$ cat src/rtl/mpwm_pkg.sv
`timescale 1ns/1ps
package mpwm_pkg;

  typedef enum logic [1:0] {
    CARR_ALIGNED   = 2'd0,
    CARR_OPPOSED   = 2'd1,
    CARR_ALTERNATE = 2'd2,
    CARR_ALIGNED_B = 2'd3
  } carrier_mode_e;

  // True when carrier k of m carriers runs on the complemented count.
  function automatic logic carrier_inverted(carrier_mode_e md, int k, int m);
    case (md)
      CARR_OPPOSED:   return (k < m / 2);
      CARR_ALTERNATE: return (k % 2) == 1;
      default:        return 1'b0;
    endcase
  endfunction

endpackage

$ cat src/rtl/mpwm_tri_counter.sv
`timescale 1ns/1ps
module mpwm_tri_counter
  import mpwm_pkg::*;
#(
  parameter int CW = 8
) (
  input  logic          clk,
  input  logic          rst_n,
  input  logic [CW-1:0] period_in,
  input  logic [1:0]    mode_in,
  output logic [CW-1:0] cnt,
  output logic [CW-1:0] period_q,
  output carrier_mode_e mode_q
);

  logic          rising;
  logic          valley;
  logic [CW-1:0] p_eff;
  logic [CW:0]   cnt_inc;

  assign valley  = (cnt == '0);
  assign p_eff   = valley ? period_in : period_q;
  assign cnt_inc = {1'b0, cnt} + 1'b1;

  // Configuration is taken only at the valley
  always_ff @(posedge clk or negedge rst_n) begin
    if (!rst_n) begin
      period_q <= '0;
      mode_q   <= CARR_ALIGNED;
    end else if (valley) begin
      period_q <= period_in;
      mode_q   <= carrier_mode_e'(mode_in);
    end
  end

  always_ff @(posedge clk or negedge rst_n) begin
    if (!rst_n) begin
      cnt    <= '0;
      rising <= 1'b1;
    end else if (rising) begin
      if (cnt_inc >= {1'b0, p_eff}) begin
        cnt    <= p_eff;
        rising <= 1'b0;
      end else begin
        cnt <= cnt_inc[CW-1:0];
      end
    end else begin
      if (cnt <= 1) begin
        cnt    <= '0;
        rising <= 1'b1;
      end else begin
        cnt <= cnt - 1'b1;
      end
    end
  end

endmodule

$ cat src/rtl/mpwm_carrier_compare.sv
`timescale 1ns/1ps
module mpwm_carrier_compare
  import mpwm_pkg::*;
#(
  parameter int LEVELS = 5,
  parameter int CW     = 8,
  parameter int REF_W  = 10,
  localparam int NCAR  = LEVELS - 1,
  localparam int HALF  = NCAR / 2,
  localparam int CNT_W = $clog2(LEVELS),
  localparam int SW    = REF_W + 2
) (
  input  logic [CW-1:0]        cnt,
  input  logic [CW-1:0]        period_q,
  input  carrier_mode_e        mode_q,
  input  logic signed [REF_W-1:0] ref_q,
  output logic [CNT_W-1:0]     above_cnt
);

  logic signed [SW-1:0] p_s;
  logic signed [SW-1:0] c_s;
  logic signed [SW-1:0] r_s;
  logic [NCAR-1:0]      above;

  assign p_s = signed'({{(SW-CW){1'b0}}, period_q});
  assign c_s = signed'({{(SW-CW){1'b0}}, cnt});
  assign r_s = {{(SW-REF_W){ref_q[REF_W-1]}}, ref_q};

  for (genvar k = 0; k < NCAR; k++) begin : g_car
    localparam int OFS = k - HALF;
    logic                 inv;
    logic signed [SW-1:0] tri_s;
    logic signed [SW-1:0] car_s;
    assign inv      = carrier_inverted(mode_q, k, NCAR);
    assign tri_s    = inv ? (p_s - c_s) : c_s;
    assign car_s    = SW'(OFS) * p_s + tri_s;
    assign above[k] = (r_s > car_s);
  end

  always_comb begin
    above_cnt = '0;
    for (int k = 0; k < NCAR; k++) begin
      above_cnt = above_cnt + CNT_W'(above[k]);
    end
  end

endmodule

$ cat src/rtl/mpwm_level_map.sv
`timescale 1ns/1ps
module mpwm_level_map #(
  parameter int LEVELS = 5,
  localparam int NCAR  = LEVELS - 1,
  localparam int HALF  = NCAR / 2,
  localparam int CNT_W = $clog2(LEVELS),
  localparam int LW    = CNT_W + 1
) (
  input  logic                 clk,
  input  logic                 rst_n,
  input  logic [CNT_W-1:0]     above_cnt,
  output logic signed [LW-1:0] level,
  output logic [NCAR-1:0]      gate_hi,
  output logic [NCAR-1:0]      gate_lo
);

  logic signed [LW-1:0] level_d;
  logic [NCAR-1:0]      hi_d;

  assign level_d = signed'({1'b0, above_cnt}) - LW'(HALF);

  // Thermometer: switch j conducts once enough carriers are exceeded
  for (genvar j = 0; j < NCAR; j++) begin : g_sw
    assign hi_d[j] = (above_cnt >= CNT_W'(NCAR - j));
  end

  always_ff @(posedge clk or negedge rst_n) begin
    if (!rst_n) begin
      level   <= '0;
      gate_hi <= '0;
      gate_lo <= '0;
    end else begin
      level   <= level_d;
      gate_hi <= hi_d;
      gate_lo <= ~hi_d;
    end
  end

endmodule

$ cat src/rtl/mpwm_modulator.sv
`timescale 1ns/1ps
module mpwm_modulator
  import mpwm_pkg::*;
#(
  parameter int LEVELS = 5,
  parameter int CW     = 8,
  parameter int REF_W  = CW + 2,
  localparam int NCAR  = LEVELS - 1,
  localparam int CNT_W = $clog2(LEVELS),
  localparam int LW    = CNT_W + 1
) (
  input  logic                    clk,
  input  logic                    rst_n,
  input  logic [CW-1:0]           period,
  input  logic [1:0]              mode,
  input  logic signed [REF_W-1:0] ref_data,
  input  logic                    ref_valid,
  output logic                    ref_ready,
  output logic signed [LW-1:0]    level,
  output logic [NCAR-1:0]         gate_hi,
  output logic [NCAR-1:0]         gate_lo
);

  logic [CW-1:0]           cnt;
  logic [CW-1:0]           period_q;
  carrier_mode_e           mode_q;
  logic signed [REF_W-1:0] ref_q;
  logic [CNT_W-1:0]        above_cnt;

  always_ff @(posedge clk or negedge rst_n) begin
    if (!rst_n) begin
      ref_ready <= 1'b0;
      ref_q     <= '0;
    end else begin
      ref_ready <= 1'b1;
      if (ref_valid && ref_ready) ref_q <= ref_data;
    end
  end

  mpwm_tri_counter #(.CW(CW)) u_cnt (
    .clk      (clk),
    .rst_n    (rst_n),
    .period_in(period),
    .mode_in  (mode),
    .cnt      (cnt),
    .period_q (period_q),
    .mode_q   (mode_q)
  );

  mpwm_carrier_compare #(.LEVELS(LEVELS), .CW(CW), .REF_W(REF_W)) u_cmp (
    .cnt      (cnt),
    .period_q (period_q),
    .mode_q   (mode_q),
    .ref_q    (ref_q),
    .above_cnt(above_cnt)
  );

  mpwm_level_map #(.LEVELS(LEVELS)) u_map (
    .clk      (clk),
    .rst_n    (rst_n),
    .above_cnt(above_cnt),
    .level    (level),
    .gate_hi  (gate_hi),
    .gate_lo  (gate_lo)
  );

endmodule

$ cat config.mk
export PLATFORM = sky130hd
export DESIGN_NAME = mpwm_modulator
export DESIGN_NICKNAME = d
export VERILOG_FILES = /design/src/rtl/mpwm_pkg.sv /design/src/rtl/mpwm_tri_counter.sv /design/src/rtl/mpwm_carrier_compare.sv /design/src/rtl/mpwm_level_map.sv /design/src/rtl/mpwm_modulator.sv
export SDC_FILE = /design/constraint.sdc
export NUM_CORES = 1
export LEC_CHECK = 0
export ABC_CLOCK_PERIOD_IN_PS = 5600
export BUFFER_PORTS_ARGS = -buffer_cell sky130_fd_sc_hd__buf_4
export CAP_MARGIN = 20
export CORE_UTILIZATION = 56
export DETAILED_ROUTE_END_ITERATION = 10
export PLACE_DENSITY_LB_ADDON = 0.05
export SKIP_LAST_GASP = 1
export SYNTH_ARGS = -nofsm -noshare
export SYNTH_HDL_FRONTEND = slang
export SYNTH_SLANG_ARGS = --single-unit
$ cat constraint.sdc
create_clock -name clk -period 5.6 [get_ports clk]
set_clock_uncertainty 0.2 [all_clocks]
set_input_delay 1.12 -clock clk [delete_from_list [all_inputs] [get_ports clk]]
set_output_delay 1.12 -clock clk [all_outputs]
set_load 0.005 [all_outputs]
==> results.cfg <==
[outcome]
status = finished, violations left
violations = setup timing

[final_layout]
drive_gt1_share_pct = 29.2
area_delta_synth_final_pct = 26.5
fillers = 649
final_util_pct = 74.3
layout_common_cells = 107 x buf_4, 89 x ha_1, 52 x inv_1
final_common_cell = buf_4
nets = 781
final_cells = 762
antenna_cells = 0

[logic_synthesis]
yosysWarnings = 0
ys_types = 59
syn_nets = 673
netlist_instances = 548
synthArstFlopShare_pct = 100
synth_ff_type = dfrtp_1
syn_area_sq_um = 4900
seq_area_frac_synth_pct = 21.0
synth-edff-count = 0
ys_ff_latch = 41
syn_avg_cell_area_sq_um = 8.94

[timing]
fmax_mhz = 175
timing.hold.ws_ns = 0.313
report.final.hold_viol_count = 0
fin_ws_ns = -0.125
worst_pin_slew_ns = 0.674
min_period_over_period_pct = 102
finalSetupViolCount = 6
maxSlewHeadroom_pct = 54.7
finalMaxSlewViolations = 0
min_period_ns = 5.73
rsz0062_at_grt = yes

[hold_path]
holdCritPathClass = reg2reg
holdCritStartpoint = ref_q[0]

[global_route]
grt_pass1_vias = 4415
antenna_found_initial = 0
grt_pass1_wl_um = 21100
grtUsageTotal_pct = 30.7
globalRoute.totalOverflow = 0
grt_max_degree = 42

[routing]
drtAntennaViolNets = 0
dr.pass1.iters = 4
post_drt_wl_per_cell_um = 17.9
wirelength_um = 13600
post-route-drc-count = 0
via_count = 4540
via_per_inst = 5.96
drt-initial-drc-count = 229

[place]
place_hpwl_um = 10700
port_buffers = 35
dpl.cell_count = 746
gp_congestion = 0.945

[clock_network]
clock_path_buffers = 2
h-tree-depth = 2
clkTransAtPathRegs_ns = 0.09
clock-root-buffer = clkbuf_8
cts_tree = built
cts_hold_buf = 0
worstSkewPairLatency_ns = 0.30
cts_sinks = 41
numCtsBuffers = 5

[floorplanning]
die_x_um = 95.5
die_h_um = 95.5
fp.coreArea_sq_um = 8340
initial_core_util_pct = 58.7
rows = 33
die-area_sq_um = 9130
pin_count = 36

[setup_path]
critical_path_class = reg2reg
timing.critical_path.buf_inv = 7
end_kind = flop
worstPathArrival_ns = 5.73
slowest_delay_ns = 0.43
start_kind = flop
crit_top_cell = buf_4
required_ns = 5.60
crit_fanout = 7
rr_startpoint = u_cnt.cnt[1]
critPathTopFamily = adder cells
reg2reg_slack_ns = -0.13
crit_start = u_cnt.cnt[1]
crit_slowest_cell = fa_2

[run]
drv_cap = 0
[routing by layer]
layer	track usage, %	wire, um	up-vias
li1	-	-	2193
met3	3.19	533	26
met4	10.8	320	0
met5	0	0	-
met2	51.4	6530	123
met1	40.9	6240	2198
[Yosys cell counts, types with 12 or more instances]
cell type / n / area share [%]
xnor2_1: 21 / 3.8
a21oi_1: 32 / 3.3
nor2b_1: 12 / 1.5
nand2_1: 23 / 1.8
mux2_2: 17 / 3.9
a21o_1: 19 / 2.9
xor2_1: 15 / 2.7
nor2_1: 32 / 2.5
o21ai_0: 31 / 3.2
dfrtp_1: 40 / 20
ha_1: 97 / 25
nand3_1: 13 / 1.3
nand4_1: 12 / 1.5
mux2i_1: 16 / 3.3
inv_1: 57 / 4.4
[what timing repair did]
item,CTS,global route
resized for setup,23,38
cloned,0,0
endpoints found under the hold margin,0,0
endpoints found under the setup margin,10,11
setup buffers,5,3
pin swaps,27,31
[layout make-up]
class / instances / area (sq um) / area share [%]
clock buffers: 6 / 82.6 / 1.33
clock inverters: 2 / 37.5 / 0.606
inverters: 60 / 226 / 3.65
multi-input cells: 440 / 3880 / 62.5
flip-flops and latches: 41 / 1030 / 16.6
well taps: 105 / 131 / 2.12
repair buffers: 108 / 815 / 13.1
[worst register-to-register path, delay by kind of cell (launching register included)]
kind | cells | cell delay, ns
AOI/OAI and AO/OA | 8 | 1.02
buffers and inverters | 7 | 0.87
muxes | 1 | 0.16
DFF | 1 | 0.42
adders and majority gates | 6 | 1.83
and+or+nand+nor | 7 | 1.12
[flip-flops by register name, indices dropped and copies added (netlist names)]
name,count
u_map.gate_hi,4
u_map.gate_lo,4
u_cnt.rising,1
u_cnt.mode_q,2
u_map.level,3
ref_ready,1
u_cnt.cnt,8
ref_q,10
u_cnt.period_q,8
[worst paths after layout]
kind                                    end  depth (start not counted)
min in group asynchronous  u_map.gate_hi[2]                          1
max in group asynchronous      u_cnt.cnt[1]                          1
setup / recovery           u_map.gate_lo[3]                         29
hold reg to reg                    ref_q[0]                          1
setup reg to reg           u_map.gate_lo[3]                         29
hold / removal                     ref_q[0]                          1
[logic make-up (layout without fill, tap and decap cells)]
| logic type | count (synthesis) | in the layout | synth area share [%] |
|---|---|---|---|
| compound gates | 138 | 138 | 18.7 |
| simple gates | 129 | 129 | 13.8 |
| fa+ha+maj | 102 | 102 | 26.8 |
| buf+inv | 67 | 176 | 5.72 |
| flops | 41 | 41 | 21.0 |
| xor+xnor | 36 | 36 | 6.44 |
| mux | 34 | 34 | 7.48 |
| other cells | 1 | 1 | 0.0766 |
[through the flow]
stage	setup TNS [ns]	area (sq um)	setup slack, ns
global route	-2.84	6200	-0.394
global placement	-0.814	5740	-0.233
CTS	-0.290	6000	-0.111
detailed placement	-2.35	5740	-0.421
finish	-0.454	6200	-0.125
floorplan	0	4920	0.00777
Power is not shown: default switching activity piles up to over one toggle a cycle in this logic, so the estimate is an artifact.
